**src/rtl/cbf_pkg.sv**
```systemverilog
package cbf_pkg;
  // origin of a delivery into a cluster member
  typedef enum logic [1:0] {
    SRC_NONE  = 2'd0,
    SRC_BUS   = 2'd1,
    SRC_LOCAL = 2'd2
  } dlv_src_e;
endpackage

```
**src/rtl/cbf_local_route.sv**
```systemverilog
module cbf_local_route #(
  parameter int N    = 3,
  parameter int AW   = 8,
  parameter int DW   = 16,
  parameter int BASE = 16
) (
  input  logic [N-1:0]         cand,
  input  logic [N-1:0][AW-1:0] dst,
  input  logic [N-1:0][DW-1:0] dat,
  input  logic [N-1:0]         hit_oh,
  output logic [N-1:0]         lgnt,
  output logic [N-1:0]         ldlv,
  output logic [N-1:0][DW-1:0] ldat
);
  // one fixed-priority pick per destination, leftmost source first
  always_comb begin
    lgnt = '0;
    ldlv = '0;
    ldat = '0;
    for (int j = 0; j < N; j++) begin
      logic          found;
      logic [N-1:0]  sel;
      logic [DW-1:0] pick;
      found = 1'b0;
      sel   = '0;
      pick  = '0;
      for (int i = 0; i < N; i++) begin
        if (i < j && !found && cand[i] && dst[i] == AW'(BASE + j)) begin
          found  = 1'b1;
          sel[i] = 1'b1;
          pick   = dat[i];
        end
      end
      if (found && !hit_oh[j]) begin
        ldlv[j] = 1'b1;
        ldat[j] = pick;
        lgnt    = lgnt | sel;
      end
    end
  end
endmodule

```
**src/rtl/cbf_src_pick.sv**
```systemverilog
module cbf_src_pick #(
  parameter int N    = 3,
  parameter int AW   = 8,
  parameter int DW   = 16,
  parameter int BASE = 16
) (
  input  logic [N-1:0]         cand,
  input  logic [N-1:0][AW-1:0] dst,
  input  logic [N-1:0][DW-1:0] dat,
  output logic [N-1:0]         pick_oh,
  output logic                 pick_any,
  output logic [AW-1:0]        pick_dst,
  output logic [DW-1:0]        pick_dat
);
  localparam logic [AW-1:0] LIM = AW'(BASE + N);

  logic [N-1:0] ext;

  always_comb begin
    for (int i = 0; i < N; i++) ext[i] = cand[i] && (dst[i] >= LIM);
  end

  // leftmost outgoing request wins; depends on local state only
  always_comb begin
    pick_oh  = '0;
    pick_any = 1'b0;
    pick_dst = '0;
    pick_dat = '0;
    for (int i = 0; i < N; i++) begin
      if (ext[i] && !pick_any) begin
        pick_any   = 1'b1;
        pick_oh[i] = 1'b1;
        pick_dst   = dst[i];
        pick_dat   = dat[i];
      end
    end
  end
endmodule

```
**src/rtl/cbf_bus_ctl.sv**
```systemverilog
module cbf_bus_ctl #(
  parameter int N    = 3,
  parameter int AW   = 8,
  parameter int DW   = 16,
  parameter int BASE = 16
) (
  input  logic          up_vld,
  input  logic [AW-1:0] up_addr,
  input  logic [DW-1:0] up_dat,
  input  logic          pick_any,
  input  logic [AW-1:0] pick_dst,
  input  logic [DW-1:0] pick_dat,
  output logic [N-1:0]  hit_oh,
  output logic          send,
  output logic          nx_vld,
  output logic [AW-1:0] nx_addr,
  output logic [DW-1:0] nx_dat
);
  logic pass;

  // every member address counts as a hit for this unit
  always_comb begin
    for (int j = 0; j < N; j++) hit_oh[j] = up_vld && (up_addr == AW'(BASE + j));
  end

  assign pass    = up_vld && !(|hit_oh);
  assign send    = pick_any && !pass;
  assign nx_vld  = pass || send;
  assign nx_addr = pass ? up_addr : (send ? pick_dst : '0);
  assign nx_dat  = pass ? up_dat  : (send ? pick_dat : '0);
endmodule

```
**src/rtl/cbf_fwd_unit.sv**
```systemverilog
module cbf_fwd_unit
  import cbf_pkg::*;
#(
  parameter int N    = 3,
  parameter int AW   = 8,
  parameter int DW   = 16,
  parameter int BASE = 16
) (
  input  logic                 clk,
  input  logic                 rst,
  input  logic [N-1:0]         req_vld,
  input  logic [N-1:0]         req_rdy,
  input  logic [N-1:0][AW-1:0] req_dst,
  input  logic [N-1:0][DW-1:0] req_dat,
  input  logic                 up_vld,
  input  logic [AW-1:0]        up_addr,
  input  logic [DW-1:0]        up_dat,
  output logic [N-1:0]         gnt_o,
  output logic [N-1:0]         dlv_vld_o,
  output logic [N-1:0][DW-1:0] dlv_dat_o,
  output logic                 dn_vld_o,
  output logic [AW-1:0]        dn_addr_o,
  output logic [DW-1:0]        dn_dat_o
);
  logic [N-1:0]         cand;
  logic [N-1:0]         hit_oh, lgnt, ldlv, pick_oh;
  logic [N-1:0][DW-1:0] ldat;
  logic                 pick_any, send, nx_vld;
  logic [AW-1:0]        pick_dst, nx_addr;
  logic [DW-1:0]        pick_dat, nx_dat;
  dlv_src_e             src [N];
  logic [N-1:0]         gnt_n, dlv_n;
  logic [N-1:0][DW-1:0] dat_n;

  assign cand = req_vld & req_rdy;

  cbf_local_route #(.N(N), .AW(AW), .DW(DW), .BASE(BASE)) u_route (
    .cand(cand), .dst(req_dst), .dat(req_dat), .hit_oh(hit_oh),
    .lgnt(lgnt), .ldlv(ldlv), .ldat(ldat)
  );

  cbf_src_pick #(.N(N), .AW(AW), .DW(DW), .BASE(BASE)) u_pick (
    .cand(cand), .dst(req_dst), .dat(req_dat),
    .pick_oh(pick_oh), .pick_any(pick_any), .pick_dst(pick_dst), .pick_dat(pick_dat)
  );

  cbf_bus_ctl #(.N(N), .AW(AW), .DW(DW), .BASE(BASE)) u_bus (
    .up_vld(up_vld), .up_addr(up_addr), .up_dat(up_dat),
    .pick_any(pick_any), .pick_dst(pick_dst), .pick_dat(pick_dat),
    .hit_oh(hit_oh), .send(send), .nx_vld(nx_vld), .nx_addr(nx_addr), .nx_dat(nx_dat)
  );

  // bus delivery outranks local links at the same member
  always_comb begin
    gnt_n = lgnt | (pick_oh & {N{send}});
    for (int j = 0; j < N; j++) begin
      src[j] = hit_oh[j] ? SRC_BUS : (ldlv[j] ? SRC_LOCAL : SRC_NONE);
      dlv_n[j] = (src[j] != SRC_NONE);
      unique case (src[j])
        SRC_BUS:   dat_n[j] = up_dat;
        SRC_LOCAL: dat_n[j] = ldat[j];
        default:   dat_n[j] = '0;
      endcase
    end
  end

  always_ff @(posedge clk) begin
    if (rst) begin
      gnt_o     <= '0;
      dlv_vld_o <= '0;
      dlv_dat_o <= '0;
      dn_vld_o  <= 1'b0;
      dn_addr_o <= '0;
      dn_dat_o  <= '0;
    end else begin
      gnt_o     <= gnt_n;
      dlv_vld_o <= dlv_n;
      dlv_dat_o <= dat_n;
      dn_vld_o  <= nx_vld;
      dn_addr_o <= nx_addr;
      dn_dat_o  <= nx_dat;
    end
  end
endmodule

```
**config.mk**
```make
export PLATFORM = sky130hd
export DESIGN_NAME = cbf_fwd_unit
export DESIGN_NICKNAME = d
export VERILOG_FILES = /design/src/rtl/cbf_pkg.sv /design/src/rtl/cbf_local_route.sv /design/src/rtl/cbf_src_pick.sv /design/src/rtl/cbf_bus_ctl.sv /design/src/rtl/cbf_fwd_unit.sv
export SDC_FILE = /design/constraint.sdc
export NUM_CORES = 1
export LEC_CHECK = 0
export CAP_MARGIN = 20
export CORE_MARGIN = 1
export CORE_UTILIZATION = 30
export CTS_CLUSTER_DIAMETER = 120
export CTS_CLUSTER_SIZE = 12
export DETAILED_ROUTE_END_ITERATION = 7
export SYNTH_ARGS = -nofsm -noshare
export SYNTH_HDL_FRONTEND = slang
export SYNTH_HIERARCHICAL = 1
export SYNTH_SLANG_ARGS = --single-unit
export TNS_END_PERCENT = 100
```
**constraint.sdc**
```tcl
create_clock -name clk -period 3.15 [get_ports clk]
set_input_delay 0.63 -clock clk [delete_from_list [all_inputs] [get_ports clk]]
set_output_delay 0.63 -clock clk [all_outputs]
set_load 0.01 [all_outputs]
```
## Word level (Yosys, flattened, before mapping)

Index checks and enable logic that the tools add are counted.

- Register bits: 79
- Input bits: 105

- Equality and inequality tests: 11
- Bitwise logic cells: 5
- Mux-type cells: 35
- Order comparisons: 3
- Reduce and logical (&&, ||, !) cells: 29

Operators by type and width:

| cell | count |
|---|---|
| 16-bit 2-to-1 mux | 10 |
| 16-bit one-hot mux with 2 select lines | 2 |
| 8-bit by 5-bit == test with 1-bit output, second input constant | 6 |
| 8-bit 2-to-1 mux | 5 |
| 8-bit by 5-bit >= comparator with 1-bit output, second input constant | 3 |
| 1-bit logical AND | 16 |
| 1-bit 2-to-1 mux | 13 |
| 2-bit 2-to-1 mux | 4 |
| 1-bit logical NOT | 7 |
| 3-bit bitwise AND | 2 |
| 2-bit nonzero test | 3 |
| 2-bit by 1-bit == test with 1-bit output, second input constant | 2 |
| 2-bit == test, second input constant | 2 |
| 3-bit 2-to-1 mux | 1 |
| 3-bit by 2-bit OR with 3-bit output | 1 |
| 3-bit OR | 1 |
| 3-bit OR reduction | 1 |
| 2-bit OR reduction | 1 |
| 1-bit == test, second input constant | 1 |
| 1-bit logical OR | 1 |
| 1-bit inverter | 1 |

## Longest topological paths before layout

Gate-level depths: netlist (run 1).

- Word-level depth: 13
- Gate-level depth with buffers: 11
- Mapped depth without buffers: 9

## By module

The synthesis (run 1) kept the hierarchy.

Modules (own cells, without submodules):

| module | area each (um^2) | instances | cells an instance |
|---|---|---|---|
| cbf_fwd_unit | 2807.7 | 1 | 287 |
| cbf_local_route | 878.3 | 1 | 122 |
| cbf_src_pick | 651.9 | 1 | 121 |
| cbf_bus_ctl | 554.3 | 1 | 86 |

## Least setup slack after synthesis (run 1)

Ideal clock, no wire load.

- Kind: input port to flip-flop
- From: in up_addr[5]
- To: reg dlv_dat_o[38] (netlist bit)
- Buffers on the path: 3
- Setup slack: 0.329 ns
- Stages on the path: 9
- Library setup time: 0.120 ns
- Arrival: 2.702 ns
- Required time: 3.030 ns
- Path through: nor4b_4 > nand3_1 > nor3b_1 > clkbuf_1 > a21oi_1 > buf_4 > buf_6 > nand3b_1 > a21oi_1

- Longest elaborated chain between the ends: 9
- Elaborated cells between the ends (all ways): 11
- Classes of those cells: eq/ne (3); mux (5); reduce/logical (3)

RTL lines:

| what | line | text |
|---|---|---|
| start: declaration | cbf_fwd_unit.sv:16 | `input logic [AW-1:0] up_addr,` |
| 8-bit by 5-bit == test with 1-bit output (*) | cbf_bus_ctl.sv:23 | `for (int j = 0; j < N; j++) hit_oh[j] = up_vld && (up_addr == AW'(BASE + j));` |
| 1-bit logical AND (*) | cbf_bus_ctl.sv:23 |  |
| named net hit_oh[2] | cbf_fwd_unit.sv:26 | `logic [N-1:0] hit_oh, lgnt, ldlv, pick_oh;` |
| 1-bit logical NOT (*) | cbf_local_route.sv:34 | `if (found && !hit_oh[j]) begin` |
| 1-bit logical AND (*) | cbf_local_route.sv:34 |  |
| 1-bit 2-to-1 mux (*) | cbf_local_route.sv:34 |  |
| named net ldlv[2] | cbf_fwd_unit.sv:26 |  |
| 2-bit 2-to-1 mux (*) (2 in a row) | cbf_fwd_unit.sv:57 | `src[j] = hit_oh[j] ? SRC_BUS : (ldlv[j] ? SRC_LOCAL : SRC_NONE);` |
| 2-bit == test / 2-bit by 1-bit == test with 1-bit output (equally long branches) | cbf_fwd_unit.sv:59 | `unique case (src[j])` |
| 16-bit one-hot mux with 2 select lines (*) | cbf_fwd_unit.sv:59 |  |
| end signal: assignment | cbf_fwd_unit.sv:78 | `dlv_dat_o <= dat_n;` |
| end: declaration | cbf_fwd_unit.sv:20 | `output logic [N-1:0][DW-1:0] dlv_dat_o,` |

Mark *: on every way through the listed nets, which the timed path passes. The rest lies on a longest branch.
A chain may end at the register's enable or synchronous reset.

## Worst setup path after layout (run 1)

- From: in up_addr[5]
- To: reg gnt_o[0]

- Elaborated cells between the ends (all ways): 20
- Classes of those cells: eq/ne (3); mux (2); bitwise (3); reduce/logical (12)

RTL lines:

| what | line | text |
|---|---|---|
| 8-bit by 5-bit == test with 1-bit output (*) | cbf_bus_ctl.sv:23 |  |
| 1-bit logical AND (*) | cbf_bus_ctl.sv:23 |  |
| named net hit_oh[1] | cbf_fwd_unit.sv:26 |  |
| 1-bit logical NOT (*) | cbf_local_route.sv:34 |  |
| 1-bit logical AND (*) | cbf_local_route.sv:34 |  |
| 1-bit 2-to-1 mux (*) | cbf_local_route.sv:34 |  |
| 3-bit by 2-bit OR with 3-bit output | cbf_local_route.sv:37 | `lgnt = lgnt \| sel;` |
| 3-bit 2-to-1 mux (*) | cbf_local_route.sv:34 |  |
| named net lgnt[0] | cbf_fwd_unit.sv:26 |  |
| 3-bit OR (*) | cbf_fwd_unit.sv:55 | `gnt_n = lgnt \| (pick_oh & {N{send}});` |
| end signal: assignment | cbf_fwd_unit.sv:76 | `gnt_o <= gnt_n;` |
| end: declaration | cbf_fwd_unit.sv:18 | `output logic [N-1:0] gnt_o,` |

Marked as above.

==> summary.txt, run 1 <==
Logic synthesis
  – Number of synthesized flops with an enable pin: 0
  – Cell count after synthesis: 616
  – Most repeated cell in the gate-level netlist after synthesis: a21oi_1
  – Share of synthesized flip-flops with an asynchronous set or reset: 0%
  – Number of distinct standard cells referenced by the synthesized netlist: 45
  – Most used DFF post-synth: dfxtp_1
  – Synth area leader: dfxtp_1
  – Main area contributors after synthesis: dfxtp_1 32%, a21oi_1 8.5%, nand3b_1 7.4%
  – Count of synthesis-stage warnings from yosys: 6
  – Sequential area share after synthesis: 32.3%
  – Yosys top cell area share: around 32%
  – Number of flip-flops and latches in the synthesized netlist: slightly below 80
  – Leading post-synthesis cells by instance count: 83 x a21oi_1, 79 x dfxtp_1, 73 x nand2_1, 48 x nand3b_1, 41 x nor2b_1
  – Post-synthesis instance area: 0.00489 mm²
  – Synth Area per Inst: 7.94 µm²

Route
  – Detailed-route via count: 4739
  – Remaining antenna violation count after routing: 0
  – DRT Pass-1 Iters: 5
  – Post-detailed-route DRC marker count: 0
  – Detailed Route WL: ~17 mm
  – Mean number of vias per cell: 4.73
  – Number of DRC markers after the initial detailed-route iteration: 314
  – Post-detailed-route wirelength per cell: 16.9 µm

Clock tree
  – Resized cells post-CTS: 0
  – Clock tree from TritonCTS: built
  – Clock buffers created by TritonCTS: 9
  – Number of buffers on the longest clock path: 2
  – Post-CTS setup repair buffer count: 0
  – Clock-pin slew of the registers on the worst-case setup and hold paths: 0.06 ns
  – H-tree levels: 3
  – Post-CTS Hold Fix Bufs: 0
  – Count of clock tree sinks: 79
  – Root buf cell: clkbuf_16

GRT
  – Number of antenna violations at the first check in global routing: 1
  – Combined global-route utilization of all metal layers: 20.4%
  – Maximum number of pins on one net before global-route repair: 80
  – Wire length of the first global-routing pass: about 26 mm
  – GRT Residual Overflow: 0
  – Vias in the first global route: 4677

Placed design
  – Number of port buffers: 183
  – Post-placement worst setup slack: 0.194 ns
  – HPWL Detailed: 13.1 mm
  – Weighted congestion at the end of routability-driven global placement: 0.866

STA
  – Unrepaired setup endpoints after global routing: no
  – Number of hold violations in the final report: 0
  – Setup TNS: 0 ns
  – Final cycle utilization of the critical path: 83.7%
  – Number of failing setup endpoints in the final timing report: 0
  – Final min period: 2.64 ns
  – Number of pins with negative max-slew slack in the final report: 0
  – Worst path setup slack after routing: 0.515 ns
  – Highest clock rate: 0.379 GHz

Critical path
  – Crit path capture type: register
  – Setup crit start kind: input port
  – Required time of the critical path: roughly 3.4 ns
  – Worst setup path startpoint: up_addr[5]
  – Maximum fanout along the worst path: 34
  – Arrival time at the worst endpoint: 2.86 ns
  – Worst Setup Path Type: input port to register

Final layout
  – Fraction of layout instances using a drive strength above 1: 7.78%
  – Final Util: between 40% and 50%
  – Post-synthesis to final-layout area growth: 43.9%
  – Final layout net count: 885

Die
  – Die area: ~0.017 mm²
  – Starting Density: 30.8%
  – Number of placement rows: 46
  – Width of the die: 130 µm
  – I/O pin count: 184
  – Height of the chip: 130 µm
  – Floorplan Core Area: 0.0159 mm²

Outcome
  – Run status: completed

Pwr
  – Leak pwr: 2.70 nW
  – Worst IR Drop VDD: between 0.2 and 0.3 mV
  – Total power density per cell area: 368 mW/mm²

Worst hold path
  – Kind of path behind the tightest hold check: input port to register
  – Min-Delay Startpoint: rst

Job
  – Maximum Capacitance Violations: 0
-- cell families after synthesis --
group | count (synthesis) | synth area share [%]
simple gates | 294 | 34.0
other cells | 1 | 0.0767
buf+inv | 89 | 11.8
compound gates | 119 | 14.9
mux | 34 | 6.96
flops | 79 | 32.3
-- cells in the final DEF (no fill, tap or decap), types with 2 or more instances in the layout --
| cell type | netlist | routed |
|---|---|---|
| a211o_1 | 2 | 2 |
| buf_12 | 1 | 3 |
| nor2_1 | 33 | 33 |
| clkinvlp_4 | 0 | 2 |
| a211oi_1 | 2 | 2 |
| a31oi_4 | 2 | 2 |
| a31oi_1 | 2 | 2 |
| nand3b_1 | 48 | 48 |
| inv_1 | 19 | 19 |
| clkbuf_16 | 0 | 9 |
| clkbuf_1 | 11 | 2 |
| conb_1 | 1 | 18 |
| mux2i_1 | 34 | 34 |
| nand4_1 | 16 | 16 |
| and2_1 | 27 | 27 |
| o31a_1 | 2 | 2 |
| dfxtp_1 | 79 | 79 |
| clkdlybuf4s50_1 | 0 | 182 |
| nand2_1 | 73 | 73 |
| nor3_2 | 0 | 2 |
| buf_4 | 27 | 19 |
| a21oi_2 | 10 | 10 |
| a21oi_1 | 83 | 83 |
| nand3_1 | 23 | 23 |
| nand2b_1 | 17 | 17 |
| nor4b_4 | 2 | 2 |
| nor2b_1 | 41 | 41 |
| o21ai_0 | 3 | 3 |
| a31o_2 | 5 | 5 |
| and3_1 | 2 | 2 |
| nor3b_1 | 4 | 3 |
| a31o_1 | 2 | 2 |
-- area by class of cell --
| cell class | count | area (µm²) |
|---|---|---|
| Inverter | 20 | 75.1 |
| Fill cell | 1651 | 8840 |
| Tap cell | 216 | 270 |
| Multi-Input combinational cell | 465 | 2820 |
| Clock inverter | 3 | 20.0 |
| Clock buffer | 12 | 246 |
| Timing Repair Buffer | 205 | 2030 |
| Sequential cell | 79 | 1580 |
| Antenna cell | 1 | 2.50 |
-- report_power, final --
group	switching [mW]	internal [mW]	total [mW]
logic	0.276	0.298	0.575
registers	0.0127	1.04	1.05
clock network	0.417	0.550	0.967
-- critical path, stage by stage --
cell	delay [ns]
clkdlybuf4s50_1	0.46
nor4b_4	0.38
nand3_1	0.25
nor3_2	0.33
nor2_1	0.07
and4_1	0.23
buf_12	0.16
o21bai_1	0.15
a21oi_1	0.14
nor2_1	0.05
-- stage by stage --
stage | instance area, µm² | power [mW] | hold slack (ns) | std cells
global route | 7040 | 2.70 | 0.804 | 1000
floorplan | 4960 | 1.35 | 0.766 | 633
global placement | 6770 | 1.64 | 1.14 | 985
finish | 7040 | 2.59 | 0.789 | 1001
CTS | 7040 | 2.61 | 0.789 | 1000
detailed placement | 6770 | 1.64 | 1.15 | 985
-- registers in the layout, summed over array words and instances, names as in the netlist --
| signal | cells |
|---|---|
| dn_addr_o | 8 |
| dlv_vld_o | 3 |
| dn_vld_o | 1 |
| dn_dat_o | 16 |
| gnt_o | 3 |
| dlv_dat_o | 48 |
-- worst paths after layout --
| kind | end | slack (ns) | depth (start not counted) |
|---|---|---|---|
| worst max-delay path | gnt_o[0]$_SDFF_PP0_ | 0.51 | 10 |
| worst min-delay path | dn_dat_o[4]$_SDFF_PP0_ | 0.79 | 3 |
-- metal layers --
metal  vias to the layer above  GRT usage, %  wire, µm  part of all wire (%)
met5                         -             0         0                     0
met4                         0          7.59       358                   2.1
met3                        24          5.49      1430                   8.5
met2                       193          33.1      7780                    46
met1                      2142          25.9      7330                    43
li1                       2380             -         -                     -
Note: power is estimated with default switching activity, not from simulation.
==> run 2: changes to the inputs <==
==> constraint.sdc (replaced) <==
create_clock -name clk -period 2.4 [get_ports clk]
set_input_delay 0.48 -clock clk [delete_from_list [all_inputs] [get_ports clk]]
set_output_delay 0.48 -clock clk [all_outputs]
set_load 0.01 [all_outputs]
==> summary.txt, run 2 (same netlist as run 1, synthesis figures left out) <==
Critical path
  – Crit path capture type: register
  – Max incr delay on CP: about 0.46 ns
  – Setup crit start kind: input port
  – Sum of buffers and inverters on the critical path: 4
  – Worst Setup Path Type: input port to register
  – Arrival time at the worst endpoint: 2.53 ns
  – Required time of the critical path: 2.62 ns
  – Most Frequent Cell on Critical Path: buf_4
  – Maximum fanout along the worst path: 25
  – Family with the most delay on the worst path: buffers and inverters
  – Cell Chain, Critical Path: clkdlybuf4s50_1 > nor4b_4 > nand3_2 > buf_4 > nor3b_4 > buf_4 > clkbuf_16 > nand2b_1 > mux2i_1 > nand3b_1 > a21oi_1
  – Cell with the largest stage delay on the worst path: clkdlybuf4s50_1

STA
  – Number of failing setup endpoints in the final timing report: 0
  – Number of hold violations in the final report: 0
  – Final min period: between 2 and 2.5 ns
  – Final cycle utilization of the critical path: between 90% and 100%
  – Highest clock rate: 0.431 GHz
  – Number of pins with negative max-slew slack in the final report: 0
  – Setup TNS: 0 ns

Route
  – Post-detailed-route wirelength per cell: roughly 16 µm
  – Detailed Route WL: 16.8 mm
  – Number of DRC markers after the initial detailed-route iteration: 296
  – Detailed-route via count: 4918
  – Post-detailed-route DRC marker count: 0
  – Mean number of vias per cell: approximately 4.7
  – DRT Pass-1 Iters: 5
  – Remaining antenna violation count after routing: 0

Die
  – Die area: 0.0168 mm²
  – Height of the chip: around 130 µm
  – I/O pin count: 184
  – Floorplan Core Area: roughly 0.016 mm²
  – Number of placement rows: 46
  – Width of the die: around 130 µm
  – Starting Density: between 30% and 40%

Final layout
  – Top register by number of flip-flops: dlv_dat_o
  – Number of flip-flops under the largest register name: 48
  – Final Util: 47.5%
  – Largest registers in the final layout: dlv_dat_o (48), dn_dat_o (16), dn_addr_o (8)
  – Final layout net count: 932
  – Number of diodes added for antenna fixing: 0
  – Cell area after layout: 0.00754 mm²
  – Post-synthesis to final-layout area growth: 54.1%
  – Most common cell after layout, fill and taps aside: clkdlybuf4s50_1
  – Most frequent cells in the layout: 181 x clkdlybuf4s50_1, 82 x a21oi_1, 79 x dfxtp_1
  – Fraction of layout instances using a drive strength above 1: 13.5%

Job
  – Maximum Capacitance Violations: 0

Pwr
  – Worst IR Drop VDD: approximately 0.35 mV
  – Total power density per cell area: 492 mW/mm²
  – Leak pwr: 3.00 nW

Placed design
  – HPWL Detailed: approximately 13 mm
  – Number of port buffers: 183
  – Weighted congestion at the end of routability-driven global placement: 0.915
  – Cell area reported after detailed placement: 0.00717 mm²

GRT
  – Vias in the first global route: slightly below 5k
  – Number of antenna violations at the first check in global routing: 0
  – Combined global-route utilization of all metal layers: between 20% and 30%
  – Maximum number of pins on one net before global-route repair: 80
  – Wire length of the first global-routing pass: 25.8 mm
  – GRT Residual Overflow: 0

Worst hold path
  – Kind of path behind the tightest hold check: input port to register

Outcome
  – Run status: completed

Clock tree
  – Clock-pin slew of the registers on the worst-case setup and hold paths: 0.06 ns
  – Clock buffers created by TritonCTS: 9
  – Count of clock tree sinks: 79
  – Root buf cell: clkbuf_16
  – H-tree levels: 3
  – Clock tree from TritonCTS: built
  – Post-CTS Hold Fix Bufs: 0
  – Number of buffers on the longest clock path: 2
## run 2: cell types whose count changed in the layout (fill, tap and decap cells not counted), sizes merged
| cell | previous run | this run |
|---|---|---|
| dlymetal6s2s | 0 | 1 |
| diode | 1 | 0 |
| bufinv | 0 | 2 |
| buf | 23 | 69 |
| clkdlybuf4s50 | 182 | 181 |
| clkinvlp | 2 | 0 |
| clkbuf | 12 | 13 |
## run 2: path summary, 6_finish.rpt
path,start,to,slack (ns),depth (start not counted)
max,up_addr[7],dlv_dat_o[46]$_SDFF_PP0_,0.08,11
min,rst,dn_dat_o[4]$_SDFF_PP0_,0.64,3
## run 2: through the flow
step                      total power, mW  worst slack (ns)  cells  hold slack, ns
after detailed placement             2.21            -0.280   1030           0.999
after CTS                            3.75            0.0825   1045           0.638
final                                3.71            0.0816   1047           0.643
after global routing                 3.87         -0.000818   1047           0.655
after global placement               2.21            -0.253   1030           0.996
after floorplan                      1.77            0.0282    633           0.616
## run 2: cell type report
type	instances	area, µm²
fillers	1577	8340
multi-input cells	465	2830
repair buffers	252	2450
flip-flops and latches	79	1580
well taps	216	270
clock buffers	12	267
inverters	20	75.1
clock inverters	3	65.1
## run 2: per-layer routing
metal | global-route usage, % | wire length [µm] | share of wire [%]
met1 | 25.8 | 7380 | 44
met4 | 6.91 | 307 | 1.8
met5 | 0 | 0 | 0
met2 | 33.3 | 7730 | 46
met3 | 5.78 | 1380 | 8.2
## run 2: timing repair
| action | 4_1_cts | 5_1_grt |
|---|---|---|
| resized for setup | 0 | 3 |
| setup buffers | 0 | 1 |
| setup endpoints to repair | 0 | 15 |
## run 2: power breakdown
group	total [mW]	internal, mW	switching (mW)
sequential	1.37	1.36	0.0148
combinational	0.811	0.437	0.374
clock	1.53	0.988	0.541
total	3.71	2.78	0.929
## run 2: worst min-delay path: stages
cell     delay, ns
buf_2         0.11
buf_12        0.21
nor2b_1       0.13
==> run 3: changes to the inputs <==
--- a/config.mk
+++ b/config.mk
@@ -11,6 +11,7 @@
 export CTS_CLUSTER_DIAMETER = 120
 export CTS_CLUSTER_SIZE = 12
 export DETAILED_ROUTE_END_ITERATION = 7
+export PLACE_DENSITY_LB_ADDON = 0.05
 export SYNTH_ARGS = -nofsm -noshare
 export SYNTH_HDL_FRONTEND = slang
 export SYNTH_HIERARCHICAL = 1
==> summary.txt, run 3 (same netlist as run 1, synthesis figures left out) <==
Die
  – Starting Density: 30.8%
  – Floorplan Core Area: about 0.016 mm²
  – Number of placement rows: 46
  – Height of the chip: 130 µm
  – I/O pin count: ~180
  – Die area: 0.0168 mm²
  – Width of the die: 130 µm

Final layout
  – Largest registers in the final layout: dlv_dat_o (48), dn_dat_o (16), dn_addr_o (8)
  – Top register by number of flip-flops: dlv_dat_o
  – Fraction of layout instances using a drive strength above 1: 14.1%
  – # fillers: 1619
  – Final layout net count: 937
  – Area used by sequential logic in the layout: 0.00158 mm²
  – Post-synthesis to final-layout area growth: 55.3%
  – Area of combinational cells with multiple inputs: 0.00283 mm²
  – Number of diodes added for antenna fixing: 0
  – Most common cell after layout, fill and taps aside: clkdlybuf4s50_1
  – Most frequent cells in the layout: 182 x clkdlybuf4s50_1, 83 x a21oi_1, 79 x dfxtp_1
  – Number of flip-flops under the largest register name: between 40 and 50

GRT
  – Combined global-route utilization of all metal layers: roughly 21%
  – Wire length of the first global-routing pass: approximately 26 mm
  – GRT Residual Overflow: 0
  – Vias in the first global route: 4945
  – Maximum number of pins on one net before global-route repair: 80
  – Number of antenna violations at the first check in global routing: 1

Placed design
  – Weighted congestion at the end of routability-driven global placement: between 0.8 and 0.9
  – Post-placement worst setup slack: -0.301 ns
  – HPWL Detailed: around 14 mm
  – Number of port buffers: 183

Route
  – Number of DRC markers after the initial detailed-route iteration: 291
  – Remaining antenna violation count after routing: 0
  – Post-detailed-route wirelength per cell: 16.4 µm
  – Post-detailed-route DRC marker count: 0
  – Mean number of vias per cell: roughly 4.6
  – Detailed-route via count: 4882
  – Detailed Route WL: about 17 mm
  – DRT Pass-1 Iters: 5

Clock tree
  – Clock tree from TritonCTS: built
  – H-tree levels: 3
  – Count of clock tree sinks: 79
  – Number of buffers on the longest clock path: 2
  – Clock buffers created by TritonCTS: 9
  – Root buf cell: clkbuf_16
  – Post-CTS Hold Fix Bufs: 0
  – Clock-pin slew of the registers on the worst-case setup and hold paths: around 0.060 ns

STA
  – Highest clock rate: 0.435 GHz
  – Setup TNS: 0 ns
  – Final cycle utilization of the critical path: 95.8%
  – Number of pins with negative max-slew slack in the final report: 0
  – Worst path setup slack after routing: between 0.1 and 0.15 ns
  – Number of failing setup endpoints in the final timing report: 0
  – Unrepaired setup endpoints after global routing: no
  – Number of hold violations in the final report: 0
  – Final min period: 2.30 ns

Critical path
  – Maximum fanout along the worst path: 12
  – Arrival time at the worst endpoint: between 2 and 3 ns
  – Worst Setup Path Type: input port to register
  – Setup crit start kind: input port
  – Crit path capture type: register
  – Required time of the critical path: between 2 and 3 ns

Pwr
  – Total power density per cell area: 484 mW/mm²
  – Leak pwr: 3.02 nW
  – Worst IR Drop VDD: 0.306 mV

Outcome
  – Run status: completed

Worst hold path
  – Kind of path behind the tightest hold check: input port to register

Job
  – Maximum Capacitance Violations: 0
[run 3: final timing paths]
check / startpoint / end / slack (ns) / cells after the start
setup / recovery: up_addr[7] / dlv_dat_o[36]$_SDFF_PP0_ / 0.10 / 12
hold / removal: rst / dlv_dat_o[19]$_SDFF_PP0_ / 0.64 / 3
[run 3: cell type report]
| cell class | count | share of cell area, % |
|---|---|---|
| Inverter | 20 | 0.988 |
| Sequential cell | 79 | 20.8 |
| Multi-Input combinational cell | 465 | 37.3 |
| Tap cell | 216 | 3.56 |
| Clock buffer | 9 | 2.96 |
| Timing Repair Buffer | 257 | 33.1 |
| Clock inverter | 7 | 1.27 |
[run 3: stage by stage]
step	hold slack, ns	std cells	area [µm²]	utilization, %	power (mW)
after global routing	0.657	1053	7600	47.8	3.86
final	0.639	1053	7600	47.8	3.68
after detailed placement	1.00	1033	7190	45.3	2.22
after global placement	0.993	1033	7190	45.3	2.21
after CTS	0.636	1049	7510	47.3	3.73
after floorplan	0.616	633	4960	-	1.77
[run 3: routing by layer]
layer,up-vias,track usage (%),part of all wire (%)
met4,2,6.22,1.1
li1,2491,-,-
met5,-,0,0.069
met2,143,33.1,46
met3,12,6.48,7.6
met1,2234,26.8,46
[run 3: worst max-delay path, cell delays in order]
cell and delay, ns:
clkdlybuf4s50_1 0.46, nor4b_4 0.33, nand3_2 0.13, buf_4 0.16, nor3b_4 0.24, buf_6 0.17
clkbuf_16 0.15, nor2b_1 0.05, nand4_1 0.09, mux2i_1 0.08, nand3b_1 0.09, a21oi_1 0.07
[run 3: repair_timing]
item,in CTS,in global routing
endpoints found under the setup margin,0,17
buffers inserted,0,1
resized for setup,0,4
[run 3: power by group]
part	switching (mW)	leakage, nW	internal [mW]
clock	0.575	0.160	0.915
combinational	0.375	2.22	0.442
sequential	0.0131	0.645	1.36
total	0.964	3.02	2.72
